### config.mk
export PLATFORM = sky130hd
export DESIGN_NAME = pxlink_ctrl
export DESIGN_NICKNAME = d
export VERILOG_FILES = /design/src/rtl/pxl_pkg.sv /design/src/rtl/pxl_decode.sv /design/src/rtl/pxl_regs.sv /design/src/rtl/pxl_seq.sv /design/src/rtl/pxlink_ctrl.sv
export SDC_FILE = /design/constraint.sdc
export NUM_CORES = 1
export LEC_CHECK = 0
export BUFFER_PORTS_ARGS = -buffer_cell sky130_fd_sc_hd__buf_2
export CORE_UTILIZATION = 56
export DETAILED_ROUTE_END_ITERATION = 8
export PLACE_DENSITY_LB_ADDON = 0.1
export SKIP_CTS_REPAIR_TIMING = 1
export SYNTH_ARGS = -nofsm -noshare
export SYNTH_HDL_FRONTEND = slang
export SYNTH_SLANG_ARGS = --single-unit
### constraint.sdc
create_clock -name clk -period 3.65 [get_ports clk]
set_input_delay 0.73 -clock clk [delete_from_list [all_inputs] [get_ports clk]]
set_output_delay 0.73 -clock clk [all_outputs]
set_load 0.005 [all_outputs]
### src/rtl/pxl_pkg.sv
package pxl_pkg;

  // Decoded operation classes.
  typedef enum logic [2:0] {
    OP_NONE,
    OP_SEP,
    OP_SEX,
    OP_MARK,
    OP_SAV,
    OP_RET,
    OP_DIS
  } op_kind_t;

  // Sequencer states.
  typedef enum logic [2:0] {
    ST_IDLE,
    ST_WR,
    ST_DEC,
    ST_RD,
    ST_INC
  } seq_st_t;

  // Upper-nibble opcode classes.
  localparam logic [3:0] HI_SETP = 4'hD;
  localparam logic [3:0] HI_SETX = 4'hE;
  localparam logic [3:0] HI_CTRL = 4'h7;

  // Lower-nibble selectors inside the control class.
  localparam int LO_RET  = 0;
  localparam int LO_DIS  = 1;
  localparam int LO_SAV  = 8;
  localparam int LO_MARK = 9;

endpackage

### src/rtl/pxl_decode.sv
module pxl_decode
  import pxl_pkg::*;
#(
  parameter int NIB_W = 4
) (
  input  logic [NIB_W+3:0] op_i,
  output op_kind_t         kind_o,
  output logic [NIB_W-1:0] n_o
);

  logic [3:0]       hi;
  logic [NIB_W-1:0] lo;

  assign hi  = op_i[NIB_W+3 -: 4];
  assign lo  = op_i[NIB_W-1:0];
  assign n_o = lo;

  always_comb begin
    kind_o = OP_NONE;
    if (hi == HI_SETP) begin
      kind_o = OP_SEP;
    end else if (hi == HI_SETX) begin
      kind_o = OP_SEX;
    end else if (hi == HI_CTRL) begin
      if (lo == NIB_W'(LO_RET))       kind_o = OP_RET;
      else if (lo == NIB_W'(LO_DIS))  kind_o = OP_DIS;
      else if (lo == NIB_W'(LO_SAV))  kind_o = OP_SAV;
      else if (lo == NIB_W'(LO_MARK)) kind_o = OP_MARK;
      else                            kind_o = OP_NONE;
    end
  end

endmodule

### src/rtl/pxl_regs.sv
module pxl_regs #(
  parameter int NIB_W  = 4,
  parameter int INT_P  = 1,
  parameter int INT_X  = 2,
  parameter bit RST_IE = 1'b1,
  localparam int DATA_W = 2 * NIB_W
) (
  input  logic              clk,
  input  logic              rst,
  input  logic              ld_int,
  input  logic              ld_p,
  input  logic              ld_x,
  input  logic              mark_t,
  input  logic              mark_x,
  input  logic              ret_ld,
  input  logic              ret_ie,
  input  logic [NIB_W-1:0]  n_i,
  input  logic [DATA_W-1:0] rdata_i,
  output logic [NIB_W-1:0]  p_o,
  output logic [NIB_W-1:0]  x_o,
  output logic [DATA_W-1:0] t_o,
  output logic              ie_o
);

  localparam logic [NIB_W-1:0] INT_P_V = NIB_W'(INT_P);
  localparam logic [NIB_W-1:0] INT_X_V = NIB_W'(INT_X);

  always_ff @(posedge clk) begin
    if (rst) begin
      p_o  <= '0;
      x_o  <= '0;
      t_o  <= '0;
      ie_o <= RST_IE;
    end else if (ld_int) begin
      // Entry: old pair saved, fixed designators, further entries masked.
      t_o  <= {x_o, p_o};
      p_o  <= INT_P_V;
      x_o  <= INT_X_V;
      ie_o <= 1'b0;
    end else begin
      if (ld_p)   p_o <= n_i;
      if (ld_x)   x_o <= n_i;
      if (mark_t) t_o <= {x_o, p_o};
      if (mark_x) x_o <= p_o;
      if (ret_ld) begin
        {x_o, p_o} <= rdata_i;
        ie_o       <= ret_ie;
      end
    end
  end

endmodule

### src/rtl/pxl_seq.sv
module pxl_seq
  import pxl_pkg::*;
#(
  parameter int NIB_W     = 4,
  parameter int STACK_REG = 2,
  localparam int DATA_W = 2 * NIB_W
) (
  input  logic              clk,
  input  logic              rst,
  input  logic              op_valid_i,
  input  op_kind_t          kind_i,
  input  logic              irq_i,
  input  logic              ie_i,
  input  logic [NIB_W-1:0]  p_i,
  input  logic [NIB_W-1:0]  x_i,
  input  logic [DATA_W-1:0] t_i,
  output logic              op_ready_o,
  output logic              busy_o,
  output logic              ld_int,
  output logic              ld_p,
  output logic              ld_x,
  output logic              mark_t,
  output logic              mark_x,
  output logic              ret_ld,
  output logic              ret_ie,
  output logic              mem_rd_o,
  output logic              mem_wr_o,
  output logic [NIB_W-1:0]  mem_reg_o,
  output logic [DATA_W-1:0] mem_wdata_o,
  output logic [NIB_W-1:0]  reg_idx_o,
  output logic              reg_inc_o,
  output logic              reg_dec_o
);

  localparam logic [NIB_W-1:0] STACK_V = NIB_W'(STACK_REG);

  seq_st_t  st_q;
  op_kind_t kind_q;
  logic     idle;
  logic     take_op;

  assign idle       = (st_q == ST_IDLE);
  assign op_ready_o = idle && !(irq_i && ie_i);
  assign take_op    = op_ready_o && op_valid_i;

  // Control pulses to the designator registers.
  assign ld_int = idle && irq_i && ie_i;
  assign ld_p   = take_op && (kind_i == OP_SEP);
  assign ld_x   = take_op && (kind_i == OP_SEX);
  assign mark_t = take_op && (kind_i == OP_MARK);
  assign mark_x = (st_q == ST_WR) && (kind_q == OP_MARK);
  assign ret_ld = (st_q == ST_INC);
  assign ret_ie = (kind_q == OP_RET);

  always_ff @(posedge clk) begin
    if (rst) begin
      st_q        <= ST_IDLE;
      kind_q      <= OP_NONE;
      busy_o      <= 1'b0;
      mem_rd_o    <= 1'b0;
      mem_wr_o    <= 1'b0;
      mem_reg_o   <= '0;
      mem_wdata_o <= '0;
      reg_idx_o   <= '0;
      reg_inc_o   <= 1'b0;
      reg_dec_o   <= 1'b0;
    end else begin
      mem_rd_o  <= 1'b0;
      mem_wr_o  <= 1'b0;
      reg_inc_o <= 1'b0;
      reg_dec_o <= 1'b0;
      case (st_q)
        ST_IDLE: begin
          if (take_op) begin
            kind_q <= kind_i;
            case (kind_i)
              OP_MARK: begin
                st_q        <= ST_WR;
                busy_o      <= 1'b1;
                mem_wr_o    <= 1'b1;
                mem_reg_o   <= STACK_V;
                mem_wdata_o <= {x_i, p_i};
              end
              OP_SAV: begin
                st_q        <= ST_WR;
                busy_o      <= 1'b1;
                mem_wr_o    <= 1'b1;
                mem_reg_o   <= x_i;
                mem_wdata_o <= t_i;
              end
              OP_RET, OP_DIS: begin
                st_q      <= ST_RD;
                busy_o    <= 1'b1;
                mem_rd_o  <= 1'b1;
                mem_reg_o <= x_i;
              end
              default: ;
            endcase
          end
        end
        ST_WR: begin
          if (kind_q == OP_MARK) begin
            st_q      <= ST_DEC;
            reg_dec_o <= 1'b1;
            reg_idx_o <= STACK_V;
          end else begin
            st_q   <= ST_IDLE;
            busy_o <= 1'b0;
          end
        end
        ST_DEC: begin
          st_q   <= ST_IDLE;
          busy_o <= 1'b0;
        end
        ST_RD: begin
          // X is still the old value here; the read data arrives next cycle.
          st_q      <= ST_INC;
          reg_inc_o <= 1'b1;
          reg_idx_o <= x_i;
        end
        ST_INC: begin
          st_q   <= ST_IDLE;
          busy_o <= 1'b0;
        end
        default: begin
          st_q   <= ST_IDLE;
          busy_o <= 1'b0;
        end
      endcase
    end
  end

endmodule

### src/rtl/pxlink_ctrl.sv
module pxlink_ctrl
  import pxl_pkg::*;
#(
  parameter int NIB_W     = 4,
  parameter int INT_P     = 1,
  parameter int INT_X     = 2,
  parameter int STACK_REG = 2,
  parameter bit RST_IE    = 1'b1,
  localparam int DATA_W = 2 * NIB_W,
  localparam int OP_W   = NIB_W + 4
) (
  input  logic              clk,
  input  logic              rst,
  input  logic              irq_i,
  input  logic              op_valid_i,
  input  logic [OP_W-1:0]   op_i,
  output logic              op_ready_o,
  output logic              busy_o,
  output logic              mem_rd_o,
  output logic              mem_wr_o,
  output logic [NIB_W-1:0]  mem_reg_o,
  output logic [DATA_W-1:0] mem_wdata_o,
  input  logic [DATA_W-1:0] mem_rdata_i,
  output logic [NIB_W-1:0]  reg_idx_o,
  output logic              reg_inc_o,
  output logic              reg_dec_o,
  output logic [NIB_W-1:0]  p_o,
  output logic [NIB_W-1:0]  x_o,
  output logic [DATA_W-1:0] t_o,
  output logic              ie_o
);

  op_kind_t         kind;
  logic [NIB_W-1:0] n_fld;
  logic ld_int, ld_p, ld_x, mark_t, mark_x, ret_ld, ret_ie;

  pxl_decode #(.NIB_W(NIB_W)) u_dec (
    .op_i   (op_i),
    .kind_o (kind),
    .n_o    (n_fld)
  );

  pxl_seq #(.NIB_W(NIB_W), .STACK_REG(STACK_REG)) u_seq (
    .clk         (clk),
    .rst         (rst),
    .op_valid_i  (op_valid_i),
    .kind_i      (kind),
    .irq_i       (irq_i),
    .ie_i        (ie_o),
    .p_i         (p_o),
    .x_i         (x_o),
    .t_i         (t_o),
    .op_ready_o  (op_ready_o),
    .busy_o      (busy_o),
    .ld_int      (ld_int),
    .ld_p        (ld_p),
    .ld_x        (ld_x),
    .mark_t      (mark_t),
    .mark_x      (mark_x),
    .ret_ld      (ret_ld),
    .ret_ie      (ret_ie),
    .mem_rd_o    (mem_rd_o),
    .mem_wr_o    (mem_wr_o),
    .mem_reg_o   (mem_reg_o),
    .mem_wdata_o (mem_wdata_o),
    .reg_idx_o   (reg_idx_o),
    .reg_inc_o   (reg_inc_o),
    .reg_dec_o   (reg_dec_o)
  );

  pxl_regs #(
    .NIB_W(NIB_W), .INT_P(INT_P), .INT_X(INT_X), .RST_IE(RST_IE)
  ) u_regs (
    .clk     (clk),
    .rst     (rst),
    .ld_int  (ld_int),
    .ld_p    (ld_p),
    .ld_x    (ld_x),
    .mark_t  (mark_t),
    .mark_x  (mark_x),
    .ret_ld  (ret_ld),
    .ret_ie  (ret_ie),
    .n_i     (n_fld),
    .rdata_i (mem_rdata_i),
    .p_o     (p_o),
    .x_o     (x_o),
    .t_o     (t_o),
    .ie_o    (ie_o)
  );

endmodule

* Word-level counts from Yosys, hierarchy flattened
Cells that the tools add are included.
** Storage, ports and cells
- Flip-flop bits (word level) :: 44
- Output and inout port bits :: 39
- Word-level logic and storage cells :: 110
** Cells by class
- Equal/unequal tests :: 22
- Multiplexer cells :: 34
- Bitwise logic cells :: 4
- Reduce and logical (&&, ||, !) cells :: 34
** Operators with widths (count)
- 4-bit 2-to-1 mux :: 6
- 3-bit 2-to-1 mux :: 7
- 4-bit == test, second input constant :: 4
- 8-bit 2-to-1 mux :: 2
- 4-bit one-hot mux with 2 select lines :: 2
- 8-bit one-hot mux with 2 select lines :: 1
- 3-bit == test, second input constant :: 5
- 3-bit by 2-bit == test with 1-bit output, second input constant :: 4
- 2-bit nonzero test :: 6
- 1-bit 2-to-1 mux :: 10
- 1-bit logical AND :: 9
- 3-bit one-hot mux with 3 select lines :: 1
- 2-bit inequality test, second input constant :: 4
- 2-bit OR reduction :: 4
- 3-bit by 1-bit == test with 1-bit output, second input constant :: 2
- 2-bit 2-to-1 mux :: 3
- 3-bit one-hot mux with 2 select lines :: 1
- 2-bit AND reduction :: 3
- 3-bit AND reduction :: 2
- 3-bit nonzero test :: 2
- 3-bit OR reduction :: 2
- 4-bit by 1-bit == test with 1-bit output, second input constant :: 1
- 4-bit by 3-bit == test with 1-bit output, second input constant :: 1
- 4-bit zero test :: 1
- other kinds (8) :: 11

* Logic depth before layout (Yosys ltp)
- Depth in word-level cells :: 14
- Gate-level depth with buffers :: 7
- Mapped depth without buffers :: 4

* By module
Synthesis repeated with hierarchy kept, for this count alone.
** Unflattened totals
- Cells, all modules :: 238
- Area total of the unflattened synthesis :: 2120.8 µm²
** Modules (own cells, without submodules)
- pxl_seq :: instances 1, cells an instance 139, area an instance 1236.2 µm², sequential area each 540.5 µm²
- pxl_regs :: instances 1, cells an instance 86, area an instance 784.5 µm², sequential area each 340.3 µm²
- pxl_decode :: instances 1, cells an instance 13, area an instance 100.1 µm², sequential area each 0.0 µm²

* Least setup slack after synthesis
OpenSTA, ideal clock, no wires.
- Path kind :: input to register
- From :: in irq_i
- To :: reg u_seq.mem_wdata_o[0]
- Library setup time :: 143 ps
- Data arrival time :: 1911 ps
- Data required time :: 3507 ps
- Path slack :: 1596 ps
- Cell stages on the path :: 6
- Buffers on the path :: 2
- Cells stage by stage :: a2111oi_4 > and4_1 > buf_6 > and2_1 > buf_6 > a211oi_2
** Between the ends
- Longest elaborated chain between the ends :: 5
** Ends and longest elaborated chain
- start, declared :: line pxlink_ctrl.sv:14 : input logic irq_i,
- 1-bit logical AND :: line pxl_seq.sv:43 : assign op_ready_o = idle && !(irq_i && ie_i);
- 1-bit zero test :: line pxl_seq.sv:43
- 1-bit logical AND :: line pxl_seq.sv:43
- 1-bit logical AND :: line pxl_seq.sv:44 : assign take_op = op_ready_o && op_valid_i;
- 3-bit AND reduction (no line)
- end signal, assigned :: line pxl_seq.sv:82 : mem_wdata_o <= {x_i, p_i};
- end signal, assigned :: line pxl_seq.sv:89 : mem_wdata_o <= t_i;
- end, declared :: line pxl_seq.sv:29 : output logic [DATA_W-1:0] mem_wdata_o,
Every way passes these cells.
A chain may end at the register's enable or synchronous reset.

* Final worst setup path
- From :: in irq_i
- To :: reg u_seq.mem_wdata_o[4]
Same word-level chain as after synthesis.

==> reports/results.txt <==
number of DRC markers in iteration 0 - 78
DR vias/cell - 5.66
All-Layer GR Usage - 25.0%
status - finished, final reports clean
Post-Synth Adder-Cell Area - 0%
synthesized area - 0.00215 mm2
Port Buf Inserts - 58
crit-path max FO - 11
first-pass GRT wire length - 7.68 mm
max_cap viols - 0
worst-margin pin slew - 0.819 ns
Synth Flop Type - dfxtp_1
largest net degree at the start of global routing - 48
root buffer cell - clkbuf_8
Core Area - 0.00366 mm2
Synth area leader - dfxtp_1
Critical Path Source Type - primary input
IO Pins - 59
Overflow after GRT - 0
clock sink count - 44
Pwr Density - 357 mW/mm2
Critical Path AT - 2.55 ns
HPWL Detailed - 3.39 mm
number of flops mapped to enable cells by yosys - 0
Post-Synthesis Net Count - 248
DRC viols - 0
sequential area share after synthesis - 40.9%
unrepaired setup endpoints after global routing - no
worst hold path type - reg -> reg
TritonCTS clock tree - done
period utilization - 65.7%
xor/xnor share of the synthesized area - 1.22%
slowest stage delay, CP - 0.56 ns
simple-gate share of the synthesized area - 21.1%
data required time of the worst path - 3.81 ns
Final Slew Violations - 0
CTS Buffer Depth - 2
routability cong. - 0.841
min cycle time layout - 2.40 ns
mux cell area share after synthesis - 9.30%
Crit Path Class - in -> reg
Die Y - 64.0 um
largest cells by area after synthesis - dfxtp_1 41%, mux2i_1 9.3%, nand2b_1 5.5%
main combinational cell family by area after synthesis - compound AO/OA/AOI/OAI gates
IR drop worst, VDD - 0.000219 V
Final #Nets - 296
post-route antenna net violation count - 0
fraction of registers with async set/reset - 0%
synth warn - 0
Vias - 1841
final hold vios - 0
Initial Util - 58.8%
Leak - 1.12 nW
compound-cell area share of the yosys netlist - 22.0%
element type at the critical path end - flip-flop
FILL cells - 329
H-Tree Depth - 2
worst-path cell chain - buf_2, a2111oi_4, and4_1, and2_1, a211oi_2
syn avg cell area - 9.44 um2
Worst Skew - 0.00605 ns
final setup violation count - 0
Final TNS setup - 0 ns
commonest non-fill, non-tap cells in the layout - 58 x buf_2, 44 x dfxtp_1, 21 x a21oi_1, 20 x mux2i_1, 19 x nand2b_1
layout cell share with drive strength beyond 1 - 28.9%
WL/cell - 14.9 um
Synth Register Bits - 44
vias in the first global route - 1587
post-synthesis cell type count - 49
later-pin clock latency in the skew report - 0.30 ns
top cell type's share of synthesized area - 40.9%
Clock transition at path regs - 0.08 ns
Inserted Diodes - 0
initial antenna violation count - 0
area grow syn2layout - 15.6%
slowest cell on the critical path - and4_1
share of the core filled with cells - 68.0%
routed wire length - 4.84 mm
most common cell after layout, fill and taps aside - buf_2
Die Area - 0.00410 mm2
cell count after synthesis - 228
CTS Buf Count - 5
relative slew slack - 45.4%
total iterations of the first detailed-routing run - 4
site row count - 22
FMAX - 0.417 GHz
Die W - 64.0 um
## flip-flops by register name (all words and copies together), names as in the netlist, 3 cells and up
| register | cells |
|---|---|
| u_regs.t_o | 8 |
| u_regs.p_o | 4 |
| u_seq.st_q | 3 |
| u_seq.mem_wdata_o | 8 |
| u_seq.mem_reg_o | 4 |
| u_seq.kind_q | 3 |
| u_seq.reg_idx_o | 4 |
| u_regs.x_o | 4 |
## path summary, 6_finish.rpt
| path | startpoint | end | slack (ns) | depth (start not counted) |
|---|---|---|---|---|
| max reg2reg | u_seq.st_q[1]$_SDFFE_PP0P_ | u_seq.mem_wdata_o[4]$_SDFFE_PP0P_ | 1.40 | 4 |
| min | u_seq.reg_idx_o[0]$_SDFFE_PP0P_ | u_seq.reg_idx_o[0]$_SDFFE_PP0P_ | 0.47 | 2 |
| min reg2reg | u_seq.reg_idx_o[0]$_SDFFE_PP0P_ | u_seq.reg_idx_o[0]$_SDFFE_PP0P_ | 0.47 | 2 |
| max | irq_i | u_seq.mem_wdata_o[4]$_SDFFE_PP0P_ | 1.25 | 5 |
## layer usage
| metal | global-route usage, % | wire length, um | vias up |
|---|---|---|---|
| met3 | 4.29 | 291 | 7 |
| met2 | 38.3 | 2090 | 64 |
| met4 | 11.9 | 65 | 0 |
| li1 | - | - | 923 |
| met5 | 0 | 0 | - |
| met1 | 33.9 | 2390 | 847 |
## synth_stat cells (all sizes together), types with 3 or more instances
cell    instances
a211o           3
a211oi         12
a21boi          3
a21oi          21
a31oi           5
and2            4
and4b           3
buf            10
clkbuf          8
dfxtp          44
mux2i          20
nand2          14
nand2b         19
nand3          10
nor2           15
nor3            5
o21ai           3
o22ai           3
## power by group
group	leakage [nW]	internal, W	switching [W]
Combinational	0.715	0.0000344	0.0000439
Clock	0.0445	0.000154	0.000163
Sequential	0.356	0.000486	0.00000784
## cells by family (layout without fill, tap and decap cells)
group,count (synthesis),in the layout
flip-flops,44,44
AO/OA/AOI/OAI,60,60
multiplexers,20,20
buffers and inverters,19,68
XOR/XNOR,3,3
AND/OR/NAND/NOR,82,82
## worst max-delay path: cells and delay by family
family / cells / cell delay [ns]
compound gates: 2 / 0.63
simple gates: 2 / 1.05
buf+inv: 1 / 0.14
## final cells by class
class,instances,area [um2],area share [%]
multi-input combinational,165,1150,46.3
sequential,44,881,35.4
timing repair buffer,59,298,12.0
clock buffer,7,86.3,3.47
tap,48,60.1,2.41
clock inverter,1,7.51,0.302
inverter,1,3.75,0.151
## per-stage QoR
step | total power (W) | std cells | area, um2 | hold WS (ns) | setup WS, ns
after floorplan | 0.000554 | 228 | 2150 | 0.461 | 1.60
after global placement | 0.000582 | 317 | 2400 | 0.453 | 1.02
after detailed placement | 0.000583 | 317 | 2400 | 0.458 | 0.957
final | 0.000889 | 325 | 2490 | 0.465 | 1.25
after CTS | 0.000891 | 325 | 2490 | 0.469 | 1.26
after global routing | 0.000925 | 325 | 2490 | 0.488 | 1.13
No activity file was read; power rests on OpenSTA's default activity.
